**src/rtl/fwd_dec_pkg.sv**
```systemverilog
package fwd_dec_pkg;

  typedef enum logic [1:0] {
    CLS_NONE = 2'd0,
    CLS_IO   = 2'd1,
    CLS_MEM  = 2'd2
  } cmd_cls_e;

  function automatic cmd_cls_e classify(input logic [3:0] cmd);
    case (cmd)
      4'h2, 4'h3:                      return CLS_IO;
      4'h6, 4'h7, 4'hC, 4'hE, 4'hF:    return CLS_MEM;
      default:                         return CLS_NONE;
    endcase
  endfunction

endpackage

```
**src/rtl/fwd_dec_window.sv**
```systemverilog
module fwd_dec_window #(
  parameter int W = 12
) (
  input  logic [W-1:0] addr_i,
  input  logic [W-1:0] base_i,
  input  logic [W-1:0] limit_i,
  output logic         hit_o
);
  logic nonempty;

  // base above limit marks the window empty
  assign nonempty = (base_i <= limit_i);
  assign hit_o    = nonempty && (addr_i >= base_i) && (addr_i <= limit_i);

endmodule

```
**src/rtl/fwd_dec_isa_hole.sv**
```systemverilog
module fwd_dec_isa_hole #(
  parameter int ADDR_W = 32
) (
  input  logic [ADDR_W-1:0] addr_i,
  input  logic              en_i,
  output logic              hole_o
);
  localparam int LOW64K_W = 16;

  logic below_64k;

  assign below_64k = (addr_i[ADDR_W-1:LOW64K_W] == '0);
  // upper 768 bytes of each 1 KB block alias to ISA space
  assign hole_o    = en_i && below_64k && (addr_i[9:8] != 2'b00);

endmodule

```
**src/rtl/fwd_addr_decoder.sv**
```systemverilog
module fwd_addr_decoder
  import fwd_dec_pkg::*;
#(
  parameter int ADDR_W   = 32,
  parameter int IO_GRAN  = 12,
  parameter int MEM_GRAN = 20
) (
  input  logic                     clk_i,
  input  logic                     rst_ni,
  input  logic                     req_valid_i,
  input  logic [ADDR_W-1:0]        req_addr_i,
  input  logic [3:0]               req_cmd_i,
  input  logic                     req_from_sec_i,
  input  logic [ADDR_W-IO_GRAN-1:0]  io_base_i,
  input  logic [ADDR_W-IO_GRAN-1:0]  io_limit_i,
  input  logic [ADDR_W-MEM_GRAN-1:0] mem_base_i,
  input  logic [ADDR_W-MEM_GRAN-1:0] mem_limit_i,
  input  logic [ADDR_W-MEM_GRAN-1:0] pf_base_i,
  input  logic [ADDR_W-MEM_GRAN-1:0] pf_limit_i,
  input  logic                     isa_en_i,
  output logic                     fwd_valid_o,
  output logic                     fwd_claim_o,
  output logic                     fwd_pref_o
);
  localparam int IO_W    = ADDR_W - IO_GRAN;
  localparam int MEM_W   = ADDR_W - MEM_GRAN;
  localparam int N_MEMWIN = 2;  // 0: non-prefetchable, 1: prefetchable

  cmd_cls_e cls;
  logic     io_hit, isa_hole, io_in, mem_in;
  logic [N_MEMWIN-1:0] mwin_hit;
  logic [MEM_W-1:0]    mwin_base  [N_MEMWIN];
  logic [MEM_W-1:0]    mwin_limit [N_MEMWIN];
  logic     claim_c, pref_c;
  logic     unused_addr_bits;

  assign unused_addr_bits = ^req_addr_i;
  assign cls = classify(req_cmd_i);

  fwd_dec_window #(.W(IO_W)) u_io_win (
    .addr_i  (req_addr_i[ADDR_W-1:IO_GRAN]),
    .base_i  (io_base_i),
    .limit_i (io_limit_i),
    .hit_o   (io_hit)
  );

  fwd_dec_isa_hole #(.ADDR_W(ADDR_W)) u_isa (
    .addr_i (req_addr_i),
    .en_i   (isa_en_i),
    .hole_o (isa_hole)
  );

  assign mwin_base[0]  = mem_base_i;
  assign mwin_limit[0] = mem_limit_i;
  assign mwin_base[1]  = pf_base_i;
  assign mwin_limit[1] = pf_limit_i;

  for (genvar g = 0; g < N_MEMWIN; g++) begin : g_memwin
    fwd_dec_window #(.W(MEM_W)) u_win (
      .addr_i  (req_addr_i[ADDR_W-1:MEM_GRAN]),
      .base_i  (mwin_base[g]),
      .limit_i (mwin_limit[g]),
      .hit_o   (mwin_hit[g])
    );
  end

  // ISA holes are cut out of the I/O window for both directions
  assign io_in  = io_hit && !isa_hole;
  assign mem_in = |mwin_hit;

  always_comb begin
    claim_c = 1'b0;
    pref_c  = 1'b0;
    unique case (cls)
      CLS_IO:  claim_c = req_from_sec_i ? !io_in : io_in;
      CLS_MEM: begin
        claim_c = req_from_sec_i ? !mem_in : mem_in;
        pref_c  = !req_from_sec_i && mwin_hit[1];
      end
      default: ;
    endcase
  end

  always_ff @(posedge clk_i or negedge rst_ni) begin
    if (!rst_ni) begin
      fwd_valid_o <= 1'b0;
      fwd_claim_o <= 1'b0;
      fwd_pref_o  <= 1'b0;
    end else begin
      fwd_valid_o <= req_valid_i;
      fwd_claim_o <= req_valid_i && claim_c;
      fwd_pref_o  <= req_valid_i && pref_c;
    end
  end

  a_r2_valid_follows: assert property (@(posedge clk_i) disable iff (!rst_ni)
    req_valid_i |=> fwd_valid_o);
  a_r11_idle_no_claim: assert property (@(posedge clk_i) disable iff (!rst_ni)
    !req_valid_i |=> (!fwd_valid_o && !fwd_claim_o && !fwd_pref_o));
  a_r5_pref_needs_claim: assert property (@(posedge clk_i) disable iff (!rst_ni)
    fwd_pref_o |-> (fwd_claim_o && fwd_valid_o));
  a_r5_no_pref_upstream: assert property (@(posedge clk_i) disable iff (!rst_ni)
    (req_valid_i && req_from_sec_i) |=> !fwd_pref_o);
  a_r9_other_cmd_ignored: assert property (@(posedge clk_i) disable iff (!rst_ni)
    (req_valid_i && cls == CLS_NONE) |=> !fwd_claim_o);
  a_r8_hole_not_down: assert property (@(posedge clk_i) disable iff (!rst_ni)
    (req_valid_i && !req_from_sec_i && cls == CLS_IO && isa_hole) |=> !fwd_claim_o);

endmodule

```
**config.mk**
```make
export PLATFORM = sky130hd
export DESIGN_NAME = fwd_addr_decoder
export DESIGN_NICKNAME = d
export VERILOG_FILES = /design/src/rtl/fwd_dec_pkg.sv /design/src/rtl/fwd_dec_window.sv /design/src/rtl/fwd_dec_isa_hole.sv /design/src/rtl/fwd_addr_decoder.sv
export SDC_FILE = /design/constraint.sdc
export NUM_CORES = 1
export LEC_CHECK = 0
export CAP_MARGIN = 15
export CORE_ASPECT_RATIO = 2
export CORE_MARGIN = 5
export CORE_UTILIZATION = 50
export CTS_BUF_LIST = sky130_fd_sc_hd__clkbuf_2
export CTS_CLUSTER_DIAMETER = 100
export CTS_CLUSTER_SIZE = 12
export DETAILED_ROUTE_END_ITERATION = 8
export GPL_ROUTABILITY_DRIVEN = 0
export PLACE_DENSITY_LB_ADDON = 0.08
export REMOVE_ABC_BUFFERS = 1
export SETUP_SLACK_MARGIN = 0.4
export SLEW_MARGIN = 20
export SYNTH_ARGS = -nofsm -noshare
export SYNTH_HDL_FRONTEND = slang
export SYNTH_SLANG_ARGS = --single-unit
```
**constraint.sdc**
```tcl
create_clock -name clk_i -period 1.1 [get_ports clk_i]
set_input_delay 0.22 -clock clk_i [delete_from_list [all_inputs] [get_ports clk_i]]
set_output_delay 0.22 -clock clk_i [all_outputs]
set_load 0.05 [all_outputs]
```
==> run summary, run 1 <==
Status -> did not finish
Fail Step -> global routing
First Err -> [ERROR GRT-0232] Routing congestion too high. Check the congestion heatmap in the GUI.
WEP type -> register data pin
Post-synthesis cell type count -> 43
Syn_area_per_cell -> 7.81 µm²
Clock Tree Root -> clkbuf_2
Largest buffer count on any clock path -> 2
Instance count of the mapped netlist -> 427
Hold buffer count at cts -> 0
Largest net degree at the start of global routing -> 6
# clock sinks -> 3
Post-synthesis register bit count -> 3
FFs w/ async S/R, synth -> 1.00
Total CTS buffers -> 3
Gr ovfl total -> 32
EDFF count, synth -> 0
Cell Area, Synth -> 0.00334 mm²
Top FF cell, synth -> dfrtp_1
Total track usage -> 0.681
Seq/Total Area, Yosys -> 0.0225
Rows -> 42
Ports -> 132
GRT repair_timing worst endpoint -> fwd_claim_o$_DFF_PN0_/D
Dpl cells -> 701
Die width -> 67.8 µm
Port Buffers -> 121
Synth area leaders -> ha_1 (50%), inv_1 (10%), a21oi_1 (6.2%), nand4_1 (4.7%), a21o_1 (4.3%)
Area post-placement -> 0.00517 mm²
Post-synth top area cell -> ha_1
Yosys top cell area share -> 0.503
Hpwl dp -> 10,500 µm
Initial Util -> 0.508
Yosys Warn Count -> 0
Die Ht -> 126 µm
Htree depth -> 1
==> metal layers <==
metal	track usage	overflow
met1	0.626	1
met2	0.853	17
met3	0.541	0
met4	0.745	14
met5	0.0461	0
==> cells in the mapped netlist, types with 2 or more instances <==
library cell,n
dfrtp_1,3
nor2_1,9
a31oi_1,4
ha_1,134
nand3_1,11
inv_1,91
a221o_1,2
a21boi_0,2
nand4_1,25
a211o_1,4
and2_1,2
o21ai_0,6
nor3b_1,2
o211ai_1,7
a211oi_1,3
nor4_1,5
nand2b_1,4
o21ai_1,5
nor3_1,5
a21o_1,19
a21oi_1,41
nor2b_1,7
nand2_1,14
o21a_1,3
==> through the flow <==
step                      setup TNS [ns]   util  setup WS (ns)
after global placement             -3.18  0.788          -1.69
after floorplan                    -1.43      -         -0.881
after CTS                          -1.75  0.926         -0.907
after detailed placement           -3.26  0.788          -1.74
==> what timing repair did <==
item / CTS
buffers inserted: 12
endpoints found under the setup margin: 5
gates resized for setup: 333
pin swaps: 83
==> cell families after synthesis <==
group | share of synthesized area
flip-flops | 0.0225
AO/OA/AOI/OAI | 0.213
buffers and inverters | 0.102
adder cells (fa/ha/maj) | 0.503
XOR/XNOR | 0.00525
AND/OR/NAND/NOR | 0.155
==> run 2, diff against run 1 <==
Settings changed: CORE_ASPECT_RATIO 2 to default, CORE_UTILIZATION 50 to 40, CTS_BUF_LIST sky130_fd_sc_hd__clkbuf_2 to default, CTS_CLUSTER_DIAMETER 100 to default, CTS_CLUSTER_SIZE 12 to default, PLACE_DENSITY_LB_ADDON 0.08 to 0.15, SETUP_SLACK_MARGIN 0.4 to default.
==> run summary, run 2 <==
Gate power share -> 0.844
Rows -> 33 (was 42)
Htree depth -> 1 (unchanged)
Ports -> 132 (unchanged)
Final Net Count -> 889
Most frequent cells in the layout -> ha_1 (80), buf_4 (63), inv_1 (54)
Count leader, synth -> ha_1 (unchanged)
Syn_area_per_cell -> 7.81 µm² (unchanged)
Pre-CTS setup slack -> -1.72 ns (was -1.74 ns)
Final Hold Viols -> 0
RSZ-0062 raised after global routing -> true
Die Ht -> 101 µm (was 126 µm)
Largest buffer count on any clock path -> 2 (unchanged)
CP max FO -> 2
VDD IR-drop max -> 0.000222 V
Final setup fails -> 2
Initial DRC Count -> 77
Port Buffers -> 121 (unchanged)
Worst Hold Class -> primary input to async pin
Synth area leaders -> ha_1 (50%), inv_1 (10%), a21oi_1 (6.2%), nand4_1 (4.7%), a21o_1 (4.3%) (unchanged)
Post-synthesis cell type count -> 43 (unchanged)
Power per cell area -> 448 mW/mm²
# clock sinks -> 3 (unchanged)
Setup total negative slack -> -1.89 ns
Clock Tree Root -> clkbuf_8 (was clkbuf_2)
Clock Power Share -> 0.113
Clock tree from TritonCTS -> done
Layout overhead on the synthesized area -> 83.4%
Worst-margin pin slew -> 0.492 ns
Most common cell after layout, fill and taps aside -> ha_1
FFs w/ async S/R, synth -> 1.00 (unchanged)
Violated checks -> negative setup slack
CP required -> 1.18 ns
Total CTS buffers -> 3 (unchanged)
Cell Area, Synth -> 0.00334 mm² (unchanged)
Initial Util -> 0.408 (was 0.508)
Area post-placement -> 0.00514 mm² (was 0.00517 mm²)
WL final -> 12,500 µm
Instance count of the mapped netlist -> 427 (unchanged)
Yosys Warn Count -> 0 (unchanged)
Drt pass-1 iters -> 4
P_int -> 1.59 mW
Die width -> 101 µm (was 67.8 µm)
Yosys top cell area share -> 0.503 (unchanged)
Switch share -> 0.422
Gr ovfl total -> 0
Biggest regs -> fwd_claim_o x1, fwd_pref_o x1, fwd_valid_o x1
Initial antenna violation count -> 0
Dpl cells -> 711 (was 701)
Seq/Total Area, Yosys -> 0.0225 (unchanged)
Largest net degree at the start of global routing -> 7
Design area -> 0.00612 mm²
Hpwl dp -> 9760 µm (was 10,500 µm)
Slew margin rel. -> 0.667
Total track usage -> 0.240
Clk slew on worst S/H paths -> 0.03 ns
Die area -> 0.0103 mm²
Crit start category -> primary input
EDFF count, synth -> 0 (unchanged)
Max Slew Vio Count -> 0
Maxcap violations -> 0
Core area -> 0.00818 mm²
Switching pwr -> 1.16 mW
First-pass GRT wire length -> 20,200 µm
Post-route setup slack -> -1.03 ns
Drt drc -> 0
Vias -> 3,967
Ant diodes -> 0
Worst Setup Path Type -> primary input to flop
Status -> finished, violations left (was did not finish)
Top FF cell, synth -> dfrtp_1 (unchanged)
# fillers -> 601
Drt via density -> 5.43
Hold buffer count at cts -> 0 (unchanged)
Antenna Nets Post-Route -> 0
Post-synth top area cell -> ha_1 (unchanged)
Area taken by flip-flops and latches -> 75.1 µm²
Final non-filler cell total -> 730
Multi-input logic area -> 0.00380 mm²
Top cells by count, synth -> ha_1 (134), inv_1 (91), a21oi_1 (41) (unchanged)
Final period utilization -> 1.94
Sequential power share -> 0.043
Tmin final -> 2.13 ns
Vias in the first global route -> 4,419
Fmax -> 0.469 GHz
Wirelength per Cell -> 17.1 µm
Post-synthesis register bit count -> 3 (unchanged)
Leak Pwr -> 2.94 nW
Worst EP arrival -> 2.22 ns
Critical Path Sink Type -> flop
Layout cells sized above 1 -> 0.397
==> run 2: cell counts after synthesis <==
No cell type changed its count.
==> run 2: logic make-up after synthesis <==
| group | count (synthesis) | synth area share |
|---|---|---|
| adders and majority gates | 134 | 0.503 |
| and+or+nand+nor | 91 | 0.155 |
| DFF | 3 | 0.0225 |
| xor gates and xnor gates | 2 | 0.00525 |
| AOI/OAI and AO/OA | 106 | 0.213 |
| buffers and inverters | 91 | 0.102 |
==> run 2: critical path, stage by stage <==
cell	delay, ns
clkdlybuf4s15_2	0.21
ha_4	0.22
nor2b_1	0.14
o211ai_1	0.28
a211oi_2	0.12
o41ai_2	0.35
a21oi_1	0.15
nor4_4	0.24
xnor2_1	0.18
o32ai_2	0.09
==> run 2: per-layer routing <==
metal | part of all wire | wire (µm) | global-route usage | vias up
met5 | 0 | 0 | 0 | -
met4 | 0.024 | 301 | 0.0624 | 0
met3 | 0.062 | 781 | 0.0427 | 30
met2 | 0.51 | 6330 | 0.454 | 125
met1 | 0.41 | 5100 | 0.276 | 1841
li1 | - | - | - | 1971
==> run 2: area by class of cell <==
type                    count  share of cell area
multi-input cells         333               0.622
repair buffers            194               0.279
inverters                  91              0.0583
well taps                 105              0.0215
flip-flops and latches      3              0.0123
clock buffers               4             0.00736
==> run 2: power groups by stage <==
stage / combinational (mW) / clock, mW / sequential (mW)
after floorplan: 0.863 / 0 / 0.130
final: 2.31 / 0.311 / 0.118
after global routing: 2.55 / 0.328 / 0.118
after global placement: 1.78 / 0 / 0.119
after CTS: 2.19 / 0.318 / 0.118
after detailed placement: 1.86 / 0 / 0.119
==> run 2: worst max path at each step <==
stage,from,to,slack (ns),cells past startpoint
6_report,req_addr_i[13],fwd_claim_o,-1.03,10
4_1_cts,io_limit_i[1],fwd_claim_o,-0.99,11
5_1_grt,req_addr_i[23],fwd_claim_o,-1.13,11
2_1_floorplan,io_limit_i[13],fwd_claim_o,-0.88,9
3_5_place_dp,io_limit_i[13],fwd_claim_o,-1.72,10
3_3_place_gp,io_limit_i[13],fwd_claim_o,-1.65,10
==> run 2: timing repair <==
action                                  CTS  global route
pin swaps                                76            14
endpoints found under the setup margin    2             2
setup buffers                            13             2
gates resized for setup                 318            16
==> run 2: through the flow <==
step	power [mW]	hold WS (ns)	util
floorplan	0.993	-0.0756	-
global placement	1.90	0.415	0.629
detailed placement	1.98	0.419	0.629
CTS	2.62	0.200	0.739
global route	3.00	0.202	0.748
finish	2.74	0.198	0.748
No activity file was read; power rests on OpenSTA's default activity.
==> run 3, diff against run 2 <==
Settings changed: CORE_MARGIN 5 to 10.
==> run summary, run 3 (synthesis results as in run 2) <==
CP required -> 1.19 ns (was 1.18 ns)
Critical Path Sink Type -> flop (unchanged)
Maxcap violations -> 0 (unchanged)
Power per cell area -> 452 mW/mm² (was 448 mW/mm²)
Gate power share -> 0.843 (was 0.844)
Worst Hold Class -> primary input to async pin (unchanged)
Htree depth -> 1 (unchanged)
Clock Power Share -> 0.114 (was 0.113)
Hpwl dp -> 10,300 µm (was 9760 µm)
Layout overhead on the synthesized area -> 84.3% (was 83.4%)
Gr ovfl total -> 0 (unchanged)
Worst EP arrival -> 2.18 ns (was 2.22 ns)
Setup total negative slack -> -1.79 ns (was -1.89 ns)
Worst Setup Path Type -> primary input to flop (unchanged)
# clock sinks -> 3 (unchanged)
Rows -> 33 (unchanged)
WL final -> 13,300 µm (was 12,500 µm)
Biggest regs -> fwd_claim_o x1, fwd_pref_o x1, fwd_valid_o x1 (unchanged)
Final Core Density -> 0.752 (was 0.748)
Post-route setup slack -> -0.994 ns (was -1.03 ns)
Ports -> 132 (unchanged)
VDD IR-drop max -> 0.000298 V (was 0.000222 V)
Clk slew on worst S/H paths -> 0.03 ns (about the same)
Sequential power share -> 0.042 (was 0.043)
Most frequent cells in the layout -> ha_1 (74), buf_4 (64), ha_4 (59) (was ha_1 (80), buf_4 (63), inv_1 (54))
Die area -> 0.0124 mm² (was 0.0103 mm²)
Antenna Nets Post-Route -> 0 (unchanged)
CP max FO -> 2 (unchanged)
Switching pwr -> 1.17 mW (was 1.16 mW)
Status -> finished, violations left (unchanged)
Layout cells sized above 1 -> 0.403 (was 0.397)
Final Net Count -> 887 (was 889)
Leak Pwr -> 2.95 nW (was 2.94 nW)
Vias in the first global route -> 4,516 (was 4,419)
Tmin final -> 2.09 ns (was 2.13 ns)
Most common cell after layout, fill and taps aside -> ha_1 (unchanged)
Clock Tree Root -> clkbuf_8 (unchanged)
Initial DRC Count -> 137 (was 77)
Fmax -> 0.478 GHz (was 0.469 GHz)
Violated checks -> negative setup slack (unchanged)
Final Hold Viols -> 0 (unchanged)
Drt pass-1 iters -> 4 (unchanged)
Slew margin rel. -> 0.729 (was 0.667)
Design area -> 0.00615 mm² (was 0.00612 mm²)
P_int -> 1.61 mW (was 1.59 mW)
# fillers -> 574 (was 601)
Die width -> 111 µm (was 101 µm)
Ant diodes -> 0 (unchanged)
Clock tree from TritonCTS -> done (unchanged)
Final period utilization -> 1.90 (was 1.94)
Die Ht -> 111 µm (was 101 µm)
Initial Util -> 0.408 (unchanged)
Area post-placement -> 0.00518 mm² (was 0.00514 mm²)
Core area -> 0.00818 mm² (unchanged)
Vias -> 3,955 (was 3,967)
Total CTS buffers -> 3 (unchanged)
Largest buffer count on any clock path -> 2 (unchanged)
Switch share -> 0.421 (was 0.422)
Hold buffer count at cts -> 0 (unchanged)
Crit start category -> primary input (unchanged)
Drt drc -> 0 (unchanged)
Worst-margin pin slew -> 0.403 ns (was 0.492 ns)
RSZ-0062 raised after global routing -> true (unchanged)
Wirelength per Cell -> 18.2 µm (was 17.1 µm)
Total track usage -> 0.201 (was 0.240)
Largest net degree at the start of global routing -> 6 (was 7)
First-pass GRT wire length -> 21,500 µm (was 20,200 µm)
Port Buffers -> 121 (unchanged)
Drt via density -> 5.43 (about the same)
Final setup fails -> 2 (unchanged)
Max Slew Vio Count -> 0 (unchanged)
Initial antenna violation count -> 0 (unchanged)
-- run 3: cell count changes in the layout (fill, tap and decap cells not counted), moves of 3 or more --
cell	previous run	this run
clkbuf_2	3	8
buf_6	11	7
buf_2	15	12
ha_4	52	59
ha_1	80	74
clkdlybuf4s15_1	11	6
dlygate4sd2_1	43	46
-- run 3: area by class of cell --
cell class                 count  area (µm²)  share of cell area
inverter                      91         352              0.0572
clock buffer                   4        45.0             0.00733
timing repair buffer         192        1670               0.272
multi-input combinational    333        3870               0.630
sequential                     3        75.1              0.0122
tap                          105         131              0.0214
-- run 3: through the flow --
stage / setup WS [ns] / power, mW / std cells / hold slack [ns]
final: -0.994 / 2.78 / 728 / 0.185
after global placement: -1.58 / 1.92 / 716 / 0.413
after floorplan: -0.881 / 0.993 / 427 / -0.0756
after CTS: -0.976 / 2.63 / 728 / 0.185
after detailed placement: -1.65 / 1.99 / 716 / 0.410
after global routing: -1.09 / 3.05 / 728 / 0.196
-- run 3: final timing paths --
path                               from           to  slack (ns)
max in group asynchronous        rst_ni  fwd_claim_o        0.77
min                              rst_ni  fwd_valid_o        0.19
min in group clk_i          req_valid_i  fwd_valid_o        0.52
max                        io_base_i[5]  fwd_claim_o       -0.99
-- run 3: metal layers --
layer,vias to the layer above,track usage,wire length (µm)
met4,0,0.0334,212
met1,1846,0.236,5750
met5,-,0,0
met3,20,0.0352,608
met2,118,0.374,6700
li1,1971,-,-
-- run 3: repair_timing --
action                     4_1_cts  5_1_grt
resized for setup              290       45
pin swaps                       78       27
setup endpoints to repair        2        2
setup buffers                    8        0
-- run 3: power by group through the flow --
| stage | clock (mW) | combinational (mW) | sequential, mW |
|---|---|---|---|
| floorplan | 0 | 0.863 | 0.130 |
| global placement | 0 | 1.80 | 0.119 |
| detailed placement | 0 | 1.87 | 0.119 |
| CTS | 0.325 | 2.18 | 0.118 |
| global route | 0.340 | 2.59 | 0.118 |
| finish | 0.317 | 2.34 | 0.118 |
-- run 3: critical path, cell delays in order --
cell and delay, ns:
clkdlybuf4s15_1 0.24, inv_1 0.07, ha_1 0.32, a21oi_1 0.18
nor2_1 0.08, a2111oi_2 0.31, o21ai_1 0.13, a21oi_1 0.17
nor4_2 0.08, buf_4 0.16, xnor2_2 0.14, o32ai_2 0.09
==> run 4, diff against run 3 <==
Settings changed: CORE_MARGIN 10 to default.
==> run summary, run 4 (synthesis results as in run 2) <==
Status -> finished, violations left (unchanged)
Clock Tree Root -> clkbuf_8 (unchanged)
Post-route setup slack -> -0.967 ns (was -0.994 ns)
Area post-placement -> 0.00515 mm² (was 0.00518 mm²)
Gr ovfl total -> 0 (unchanged)
Final Net Count -> 896 (was 887)
Rows -> 32 (was 33)
Power per cell area -> 468 mW/mm² (was 452 mW/mm²)
Initial DRC Count -> 191 (was 137)
# clock sinks -> 3 (unchanged)
First-pass GRT wire length -> 19,700 µm (was 21,500 µm)
Family with the most delay on the worst path -> compound AO/OA/AOI/OAI gates (unchanged)
Drt pass-1 iters -> 5 (was 4)
Setup total negative slack -> -1.85 ns (was -1.79 ns)
Total CTS buffers -> 3 (unchanged)
Worst Setup Path Type -> primary input to flop (unchanged)
Total track usage -> 0.282 (was 0.201)
Maxcap violations -> 0 (unchanged)
Critical Path Sink Type -> flop (unchanged)
Fmax -> 0.484 GHz (was 0.478 GHz)
Worst-margin pin slew -> 0.379 ns (was 0.403 ns)
Drt via density -> 5.72 (was 5.43)
Most common cell on crit path -> a31oi_1 (was a21oi_1)
Design area -> 0.00650 mm² (was 0.00615 mm²)
Layout overhead on the synthesized area -> 94.8% (was 84.3%)
Worst Hold Class -> primary input to async pin (unchanged)
Hold buffer count at cts -> 0 (unchanged)
Die Ht -> 93.3 µm (was 111 µm)
Final period utilization -> 1.88 (was 1.90)
Vias -> 4,195 (was 3,955)
WL final -> 14,000 µm (was 13,300 µm)
Worst Path Buf+Inv -> 1 (was 3)
Wirelength per Cell -> 19.1 µm (was 18.2 µm)
Largest buffer count on any clock path -> 2 (unchanged)
Violated checks -> negative setup slack (unchanged)
Die area -> 0.00871 mm² (was 0.0124 mm²)
Max Slew Vio Count -> 0 (unchanged)
Biggest regs -> fwd_claim_o x1, fwd_pref_o x1, fwd_valid_o x1 (unchanged)
Slowest CP cell -> clkdlybuf4s50_1 (was ha_1)
Initial antenna violation count -> 0 (unchanged)
Antenna Nets Post-Route -> 0 (unchanged)
CP max FO -> 2 (unchanged)
Layout cells sized above 1 -> 0.492 (was 0.403)
Tmin final -> 2.07 ns (was 2.09 ns)
Ant diodes -> 0 (unchanged)
Drt drc -> 0 (unchanged)
Hold_ws -> 0.187 ns (was 0.185 ns)
Worst EP arrival -> 2.15 ns (was 2.18 ns)
Hpwl dp -> 9420 µm (was 10,300 µm)
RSZ-0062 raised after global routing -> true (unchanged)
Most common cell after layout, fill and taps aside -> ha_4 (was ha_1)
Largest net degree at the start of global routing -> 7 (was 6)
Overall power -> 3.04 mW (was 2.78 mW)
Most frequent cells in the layout -> ha_4 (76), buf_4 (72), ha_1 (56) (was ha_1 (74), buf_4 (64), ha_4 (59))
Crit start category -> primary input (unchanged)
Slew margin rel. -> 0.747 (was 0.729)
Final Hold Viols -> 0 (unchanged)
Clock tree from TritonCTS -> done (unchanged)
Max stage delay on crit path -> 0.46 ns (was 0.32 ns)
Final setup fails -> 2 (unchanged)
Htree depth -> 1 (unchanged)
Pre-CTS setup slack -> -1.73 ns (was -1.65 ns)
Leak Pwr -> 3.07 nW (was 2.95 nW)
Cell Chain, Critical Path -> clkdlybuf4s50_1 > ha_1 > nand4_1 > a21o_1 > a31oi_1 > o21ai_1 > a31oi_1 > xor2_1 > o32ai_2 (was clkdlybuf4s15_1 > inv_1 > ha_1 > a21oi_1 > nor2_1 > a2111oi_2 > o21ai_1 > a21oi_1 > nor4_2 > buf_4 > xnor2_2 > o32ai_2)
VDD IR-drop max -> 0.000234 V (was 0.000298 V)
Clk slew on worst S/H paths -> 0.03 ns (about the same)
Die width -> 93.3 µm (was 111 µm)
Vias in the first global route -> 4,253 (was 4,516)
Initial Util -> 0.423 (was 0.408)
CP required -> 1.19 ns (about the same)
Core area -> 0.00789 mm² (was 0.00818 mm²)
Ports -> 132 (unchanged)
Port Buffers -> 121 (unchanged)
==> run 4: layout make-up <==
class | count | area [µm²]
multi-input cells | 333 | 4170
clock buffers | 4 | 45.0
fillers | 442 | 1390
inverters | 91 | 369
flip-flops and latches | 3 | 75.1
repair buffers | 201 | 1710
well taps | 102 | 128
==> run 4: layer usage <==
metal | track usage | vias to the layer above | share of wire | wire length, µm
met5 | 0 | - | 0 | 0
met4 | 0.0641 | 0 | 0.026 | 359
met3 | 0.0285 | 39 | 0.051 | 717
met2 | 0.532 | 173 | 0.52 | 7250
met1 | 0.340 | 1999 | 0.41 | 5700
li1 | - | 1984 | - | -
==> run 4: worst max path at each step <==
stage / from / endpoint / slack (ns) / cells after the start
after global placement: io_limit_i[13] / fwd_claim_o / -1.62 / 11
final: mem_base_i[5] / fwd_claim_o / -0.97 / 9
after global routing: mem_limit_i[3] / fwd_claim_o / -1.02 / 10
after detailed placement: io_limit_i[13] / fwd_claim_o / -1.73 / 11
after CTS: io_limit_i[1] / fwd_claim_o / -0.95 / 11
after floorplan: io_limit_i[13] / fwd_claim_o / -0.88 / 9
==> run 4: repair_timing <==
action / CTS / global route
pin swaps: 79 / 64
setup buffers: 14 / 8
resized for setup: 329 / 130
setup endpoints to repair: 2 / 2
==> run 4: metrics by stage <==
stage,cells,util
after global placement,709,0.653
after floorplan,427,-
after CTS,726,0.771
after detailed placement,709,0.653
final,734,0.824
after global routing,734,0.824
==> run 4: power by group <==
| group | total [mW] | leakage, nW | switching (mW) | internal, mW |
|---|---|---|---|---|
| Sequential | 0.118 | 0.0394 | 0.00287 | 0.115 |
| Clock | 0.316 | 0.0228 | 0.0697 | 0.247 |
| Combinational | 2.60 | 3.01 | 1.24 | 1.37 |
